`src/rtl/updn_timer_pkg.sv`:
```
package updn_timer_pkg;
  // register addresses
  localparam logic [1:0] ADR_CTRL = 2'd0;
  localparam logic [1:0] ADR_LOAD = 2'd1;
  localparam logic [1:0] ADR_CNT  = 2'd2;
  localparam logic [1:0] ADR_STAT = 2'd3;
  // control register bit positions
  localparam int B_RELOAD = 7;
  localparam int B_HWDIR  = 6;
  localparam int B_SWDOWN = 5;
  localparam int B_FALL   = 4;
  localparam int B_IEN    = 3;
endpackage

```
`src/rtl/tmr_sync2.sv`:
```
module tmr_sync2 #(
  parameter int W = 1
) (
  input  logic         clk,
  input  logic         rst_n,
  input  logic [W-1:0] d_async,
  output logic [W-1:0] q_sync
);
  logic [W-1:0] meta_q;

  always_ff @(posedge clk) begin
    if (!rst_n) begin
      meta_q <= '0;
      q_sync <= '0;
    end else begin
      meta_q <= d_async;
      q_sync <= meta_q;
    end
  end
endmodule

```
`src/rtl/tmr_edge_det.sv`:
```
module tmr_edge_det (
  input  logic clk,
  input  logic rst_n,
  input  logic pin_async,
  input  logic falling,
  output logic pulse
);
  logic lvl, lvl_prev;

  tmr_sync2 #(.W(1)) u_sync (
    .clk(clk), .rst_n(rst_n), .d_async(pin_async), .q_sync(lvl)
  );

  always_ff @(posedge clk) begin
    if (!rst_n) lvl_prev <= 1'b0;
    else        lvl_prev <= lvl;
  end

  assign pulse = falling ? (lvl_prev & ~lvl) : (lvl & ~lvl_prev);

  // each detected edge gives a single-cycle count enable
  a_r6_single_pulse: assert property (@(posedge clk) disable iff (!rst_n)
    pulse && $stable(falling) |=> !pulse);
endmodule

```
`src/rtl/tmr_count_core.sv`:
```
module tmr_count_core #(
  parameter int W = 8
) (
  input  logic         clk,
  input  logic         rst_n,
  input  logic         ld_en,
  input  logic [W-1:0] ld_val,
  input  logic         tick,
  input  logic         down,
  input  logic         reload_mode,
  input  logic [W-1:0] reload_val,
  output logic [W-1:0] cnt,
  output logic         wrap
);
  localparam logic [W-1:0] CMAX = '1;

  function automatic logic at_limit(input logic [W-1:0] cur, input logic dn);
    return dn ? (cur == '0) : (cur == CMAX);
  endfunction

  function automatic logic [W-1:0] next_val(input logic [W-1:0] cur, input logic dn,
                                            input logic rl, input logic [W-1:0] rv);
    logic [W-1:0] r;
    if (at_limit(cur, dn)) r = rl ? rv : (dn ? CMAX : '0);
    else                   r = dn ? cur - 1'b1 : cur + 1'b1;
    return r;
  endfunction

  assign wrap = tick && !ld_en && at_limit(cnt, down);

  always_ff @(posedge clk) begin
    if (!rst_n)     cnt <= '0;
    else if (ld_en) cnt <= ld_val;
    else if (tick)  cnt <= next_val(cnt, down, reload_mode, reload_val);
  end

  // a load write lands in the counter and wins over a count
  a_r2_load_copy: assert property (@(posedge clk) disable iff (!rst_n)
    ld_en |=> cnt == $past(ld_val));
  // interval mode wraps to the opposite limit
  a_r3_interval_wrap: assert property (@(posedge clk) disable iff (!rst_n)
    wrap && !reload_mode |=> cnt == ($past(down) ? CMAX : '0));
  // auto-reload takes the load value on a wrap
  a_r4_reload: assert property (@(posedge clk) disable iff (!rst_n)
    wrap && reload_mode |=> cnt == $past(reload_val));
  // without a count event or load the count holds
  a_r5_hold: assert property (@(posedge clk) disable iff (!rst_n)
    !tick && !ld_en |=> $stable(cnt));
endmodule

```
`src/rtl/updn_reload_timer.sv`:
```
module updn_reload_timer
  import updn_timer_pkg::*;
#(
  parameter int CNT_W = 8,
  parameter int SEL_W = 3
) (
  input  logic                  clk,
  input  logic                  rst_n,
  input  logic                  bus_wr,
  input  logic [1:0]            bus_addr,
  input  logic [CNT_W-1:0]      bus_wdata,
  output logic [CNT_W-1:0]      bus_rdata,
  input  logic [2**SEL_W-2:0]   presc_tick,
  input  logic                  evt_pin,
  input  logic                  ud_pin,
  output logic                  irq
);
  localparam int NSRC = 2**SEL_W;

  logic [CNT_W-1:0] ctrl_q, load_q, cnt;
  logic             flag_q, evt_pulse, ud_s, tick, down, wrap;
  logic             wr_ctrl, wr_load, wr_stat;
  logic [SEL_W-1:0] sel;
  logic [NSRC-1:0]  src_vec;

  assign wr_ctrl = bus_wr && bus_addr == ADR_CTRL;
  assign wr_load = bus_wr && bus_addr == ADR_LOAD;
  assign wr_stat = bus_wr && bus_addr == ADR_STAT;

  always_ff @(posedge clk) begin
    if (!rst_n) begin
      ctrl_q <= '0;
      load_q <= '0;
      flag_q <= 1'b0;
    end else begin
      if (wr_ctrl) ctrl_q <= bus_wdata;
      if (wr_load) load_q <= bus_wdata;
      if (wrap)                      flag_q <= 1'b1;
      else if (wr_stat && bus_wdata[0]) flag_q <= 1'b0;
    end
  end

  tmr_edge_det u_evt (
    .clk(clk), .rst_n(rst_n), .pin_async(evt_pin),
    .falling(ctrl_q[B_FALL]), .pulse(evt_pulse)
  );

  tmr_sync2 #(.W(1)) u_ud (
    .clk(clk), .rst_n(rst_n), .d_async(ud_pin), .q_sync(ud_s)
  );

  assign sel     = ctrl_q[SEL_W-1:0];
  assign src_vec = {evt_pulse, presc_tick};
  assign tick    = src_vec[sel];
  assign down    = ctrl_q[B_HWDIR] ? ud_s : ctrl_q[B_SWDOWN];

  tmr_count_core #(.W(CNT_W)) u_core (
    .clk(clk), .rst_n(rst_n),
    .ld_en(wr_load), .ld_val(bus_wdata),
    .tick(tick), .down(down),
    .reload_mode(ctrl_q[B_RELOAD]), .reload_val(load_q),
    .cnt(cnt), .wrap(wrap)
  );

  always_comb begin
    case (bus_addr)
      ADR_CTRL: bus_rdata = ctrl_q;
      ADR_LOAD: bus_rdata = load_q;
      ADR_CNT:  bus_rdata = cnt;
      default:  bus_rdata = {{(CNT_W-1){1'b0}}, flag_q};
    endcase
  end

  assign irq = flag_q & ctrl_q[B_IEN];

  // a wrap always leaves the flag set
  a_r8_flag_set: assert property (@(posedge clk) disable iff (!rst_n)
    wrap |=> flag_q);
  // the flag is sticky until a write-one clear
  a_r8_flag_sticky: assert property (@(posedge clk) disable iff (!rst_n)
    flag_q && !(wr_stat && bus_wdata[0]) |=> flag_q);
  // the interrupt never rises without the flag
  a_r9_irq_needs_flag: assert property (@(posedge clk) disable iff (!rst_n)
    irq |-> flag_q);
endmodule

```
`config.mk`:
```
export PLATFORM = sky130hd
export DESIGN_NAME = updn_reload_timer
export DESIGN_NICKNAME = d
export VERILOG_FILES = /design/src/rtl/updn_timer_pkg.sv /design/src/rtl/tmr_sync2.sv /design/src/rtl/tmr_edge_det.sv /design/src/rtl/tmr_count_core.sv /design/src/rtl/updn_reload_timer.sv
export SDC_FILE = /design/constraint.sdc
export NUM_CORES = 1
export LEC_CHECK = 0
export BUFFER_PORTS_ARGS = -buffer_cell sky130_fd_sc_hd__clkbuf_2
export CAP_MARGIN = 10
export CORE_MARGIN = 3
export CORE_UTILIZATION = 45
export CTS_CLUSTER_DIAMETER = 40
export DETAILED_ROUTE_END_ITERATION = 10
export HOLD_SLACK_MARGIN = 0.15
export PLACE_DENSITY = 0.65
export SYNTH_ARGS = -nofsm -noshare
export SYNTH_HDL_FRONTEND = slang
export SYNTH_HIERARCHICAL = 1
export SYNTH_SLANG_ARGS = --single-unit
```
`constraint.sdc`:
```
create_clock -name clk -period 2.43 [get_ports clk]
set_input_delay 0.1215 -clock clk [delete_from_list [all_inputs] [get_ports clk]]
set_output_delay 0.1215 -clock clk [all_outputs]
set_load 0.03 [all_outputs]
```
==> results.py <==
metrics = {
    "worst_setup_path": {
        "cp_data_arrival_time_ns": 2.35,
        "crit_type": "reg2reg",
        "timing.critical_path.required_ns": 2.59,
        "cp_max_fo": 9,
        "r2r.worst_path.cells": 8,
        "r2r-end": "u_core/cnt[4]$_SDFFE_PN0P_",
        "crit-reg2reg-launch": "ctrl_q[6]$_SDFFE_PN0P_",
        "regToRegSetupSlack_ns": 0.24,
        "worstSetupStartpointType": "register",
        "critPathCaptureType": "register",
        "crit_path_start": "ctrl_q[6]$_SDFFE_PN0P_",
    },
    "grt": {
        "top_usage_layer": "met2",
        "grt_first_pass_wirelength_um": 7850,
        "overflow": 0,
        "met3_usage_pct": 4.40,
        "pin_count_of_the_biggest_net_entering_global_routing": 34,
        "use_met2_pct": 31.1,
        "vias_in_the_first_global_route": 1693,
        "grt_use_met1_pct": 26.4,
        "grt_usage_pct": 19.4,
        "antenna_found_initial": 0,
    },
    "yosys": {
        "synth_top_cells_by_area": "sky130_fd_sc_hd__dfxtp_1, sky130_fd_sc_hd__mux2i_1, sky130_fd_sc_hd__nor2b_1, sky130_fd_sc_hd__mux4_1, sky130_fd_sc_hd__a21oi_1",
        "synthDominantAreaCellType": "sky130_fd_sc_hd__dfxtp_1",
        "ys_seq_area_share_pct": 32.0,
        "synth-seq-cells": 30,
        "synthCells": 211,
        "synth_fp_nets": 240,
        "synth_cell_types": 42,
        "yosys.area.top_type_share_pct": 32.0,
        "synth.yosys.warnings": 6,
        "syn_avg_cell_area_um2": 8.90,
        "synthesis.area_um2": 1880,
    },
    "clock_network": {
        "cts_tree": "built",
        "htree_num_levels": 2,
        "clock_path_buffers": 2,
        "number_of_buffers_created_by_cts": 5,
        "clkSlewWorstSetupHoldPaths_ns": 0.06,
        "clock_insertion_delay_worst_skew_ns": 0.27,
        "cts_sinks": 30,
        "root_buffer": "sky130_fd_sc_hd__clkbuf_8",
    },
    "power": {
        "power.switching_uw": 340,
        "power-per-cell-area_nw_per_um2": 532,
        "cell_internal_pwr_uw": 863,
        "power.share.sequential_pct": 45.5,
        "p_leak_uw": 0.000981,
        "switching_portion_of_total_power_pct": 28.3,
        "comb_power_share_pct": 21.1,
        "clock_power_share_pct": 33.5,
        "peakVddDrop_mv": 0.316,
    },
    "routing": {
        "vias_per_cell": 5.58,
        "remaining_drc_errors": 0,
        "number_of_drc_markers_in_iteration_0": 97,
        "wire_per_inst_um": 14.9,
        "drtAntennaViolNets": 0,
        "first_pass_iters": 4,
        "via_count": 1686,
        "routed_wirelength_um": 4500,
    },
    "sta": {
        "setup_total_negative_slack_ns": 0,
        "rsz0062_at_grt": "no",
        "pin_slew_with_the_least_headroom_to_its_limit_ns": 0.553,
        "setup_violations": 0,
        "fmax_mhz": 456,
        "fin_crit_sh_pct": 90.2,
        "final-hold-violation-count": 0,
        "post-route-min-period_ns": 2.19,
        "skew_ns": 0.00677,
        "worst_hold_slack_ns": 0.153,
        "max_slew_margin_pct": 63.1,
        "timing_max_transition_violations_final": 0,
    },
    "floorplan": {
        "die_y_um": 70.6,
        "num_rows": 22,
        "top_level_ports": 31,
        "core_area_um2": 3830,
        "die_w_um": 70.6,
        "initial_utilization_pct": 49.1,
        "total_die_area_um2": 4980,
    },
    "place": {
        "buffer_ports.inserted": 30,
        "place_congestion": 0.785,
        "hpwlAfterDp_um": 3290,
    },
    "min_path": {
        "holdCritPathClass": "in2reg",
        "hold_path_startpoint": "bus_wdata[6]",
        "worstHoldEndpoint": "ctrl_q[6]$_SDFFE_PN0P_",
        "worst_hold_path.num_cells": 3,
    },
    "final_layout": {
        "drive_above_1_share_pct": 20.1,
        "number_of_antenna_cells_inserted": 0,
        "flow.area_growth_from_synthesis_pct": 20.5,
        "num-nets-final": 282,
        "fillers": 354,
    },
    "outcome": {
        "status": "complete, no violations",
    },
    "run": {
        "max-cap-violations": 0,
    },
}
==> cell type report <==
cell class                 instances  area, um2  share of cell area [%]
multi-input combinational        163       1200                    53.2
sequential                        30        601                    26.5
timing repair buffer              45        278                    12.3
clock buffer                       7       86.3                    3.81
tap                               48       60.1                    2.65
inverter                           8       30.0                    1.33
clock inverter                     1       5.00                   0.221
==> through the flow <==
| step | cells | instance area [um2] | util [%] | power, uW | setup WS (ns) |
|---|---|---|---|---|---|
| final | 302 | 2260 | 59.2 | 1200 | 0.239 |
| after global routing | 302 | 2260 | 59.2 | 1270 | 0.0838 |
| after CTS | 302 | 2260 | 59.1 | 1220 | 0.154 |
| after detailed placement | 288 | 2110 | 55.1 | 801 | 0.165 |
| after global placement | 288 | 2110 | 55.1 | 800 | 0.217 |
| after floorplan | 211 | 1880 | - | 721 | 0.365 |
==> synth_stat cells, drive strengths merged <==
library cell and number:
or3 1, fa 1, nor2 8, clkbuf 3, a21oi 15, nor4b 1, nor3 7, buf 7
nor2b 19, a211oi 5, nand4 2, o21ai 15, xnor2 1, ha 6, a21o 2, nand2 12
o32ai 1, mux2 2, nand3b 1, dfxtp 30, xor2 3, nand2b 1, mux4 3, a31oi 4
and3 4, o41ai 1, nor4 1, mux2i 23, o31ai 2, nand3 4, o221a 1, and2 6
a211o 4, nor3b 1, inv 8, o211ai 2, a41o 1, o21a 2, o22ai 1
==> worst max-delay path, cell delays in order (launching register included) <==
cell                      delay [ns]
sky130_fd_sc_hd__dfxtp_1        0.36
sky130_fd_sc_hd__mux2_4         0.38
sky130_fd_sc_hd__ha_1           0.35
sky130_fd_sc_hd__nor2b_1        0.15
sky130_fd_sc_hd__o21a_1         0.18
sky130_fd_sc_hd__nor3_1         0.13
sky130_fd_sc_hd__o21ai_0        0.10
sky130_fd_sc_hd__and3_1         0.21
sky130_fd_sc_hd__o221a_1        0.22
==> flip-flops by register name, summed over array words and instances, names as in the netlist <==
register             flops
u_evt/u_sync/meta_q      1
flag_q                   1
u_evt/u_sync/q_sync      1
u_ud/meta_q              1
ctrl_q                   8
u_ud/q_sync              1
u_evt/lvl_prev           1
u_core/cnt               8
load_q                   8
==> worst max-delay path by stage <==
| stage | endpoint | slack (ns) |
|---|---|---|
| floorplan | u_core/cnt[4]$_SDFFE_PN0P_ | 0.37 |
| global placement | u_core/cnt[4]$_SDFFE_PN0P_ | 0.22 |
| detailed placement | u_core/cnt[4]$_SDFFE_PN0P_ | 0.16 |
| CTS | u_core/cnt[4]$_SDFFE_PN0P_ | 0.15 |
| global route | u_core/cnt[3]$_SDFFE_PN0P_ | 0.08 |
| finish | u_core/cnt[4]$_SDFFE_PN0P_ | 0.24 |
==> power groups by stage <==
stage | registers (uW) | logic (uW) | clock network [uW]
after floorplan | 549 | 172 | 0
after detailed placement | 558 | 243 | 0
after CTS | 547 | 252 | 416
final | 547 | 253 | 403
after global placement | 558 | 242 | 0
after global routing | 551 | 283 | 440
==> metal layers <==
layer / share of wire, % / routed length, um / up-vias
met5: 0 / 0 / -
met4: 1.2 / 53 / 0
met1: 48 / 2170 / 773
met3: 5.0 / 223 / 6
met2: 46 / 2060 / 48
li1: - / - / 859
==> kinds of logic after synthesis <==
logic type | after synthesis | share of synthesized area (%)
DFF | 30 | 32.0
adders and majority gates | 7 | 5.06
and+or+nand+nor | 68 | 19.9
xor gates and xnor gates | 4 | 1.87
AOI/OAI and AO/OA | 56 | 19.5
buffers and inverters | 18 | 4.13
muxes | 28 | 17.7
==> what timing repair did <==
| item | 4_1_cts | 5_1_grt |
|---|---|---|
| endpoints found under the setup margin | 0 | 3 |
| hold endpoints to repair | 8 | 0 |
| gates resized for setup | 0 | 2 |
| hold buffers | 6 | 0 |
| setup buffers | 0 | 0 |
==> placed cells by master (no fill, tap or decap), types with 3 or more instances in the layout <==
| master | n |
|---|---|
| sky130_fd_sc_hd__a211o_1 | 4 |
| sky130_fd_sc_hd__a211oi_1 | 5 |
| sky130_fd_sc_hd__a21oi_1 | 15 |
| sky130_fd_sc_hd__a31oi_1 | 3 |
| sky130_fd_sc_hd__and2_1 | 6 |
| sky130_fd_sc_hd__and3_1 | 4 |
| sky130_fd_sc_hd__buf_4 | 9 |
| sky130_fd_sc_hd__clkbuf_2 | 30 |
| sky130_fd_sc_hd__clkbuf_8 | 6 |
| sky130_fd_sc_hd__dfxtp_1 | 30 |
| sky130_fd_sc_hd__dlygate4sd3_1 | 6 |
| sky130_fd_sc_hd__ha_1 | 6 |
| sky130_fd_sc_hd__inv_1 | 8 |
| sky130_fd_sc_hd__mux2i_1 | 23 |
| sky130_fd_sc_hd__mux4_1 | 3 |
| sky130_fd_sc_hd__nand2_1 | 12 |
| sky130_fd_sc_hd__nand3_1 | 4 |
| sky130_fd_sc_hd__nor2_1 | 8 |
| sky130_fd_sc_hd__nor2b_1 | 19 |
| sky130_fd_sc_hd__nor3_1 | 7 |
| sky130_fd_sc_hd__o21ai_0 | 14 |
| sky130_fd_sc_hd__xor2_1 | 3 |
No activity file was read; power rests on OpenSTA's default activity.
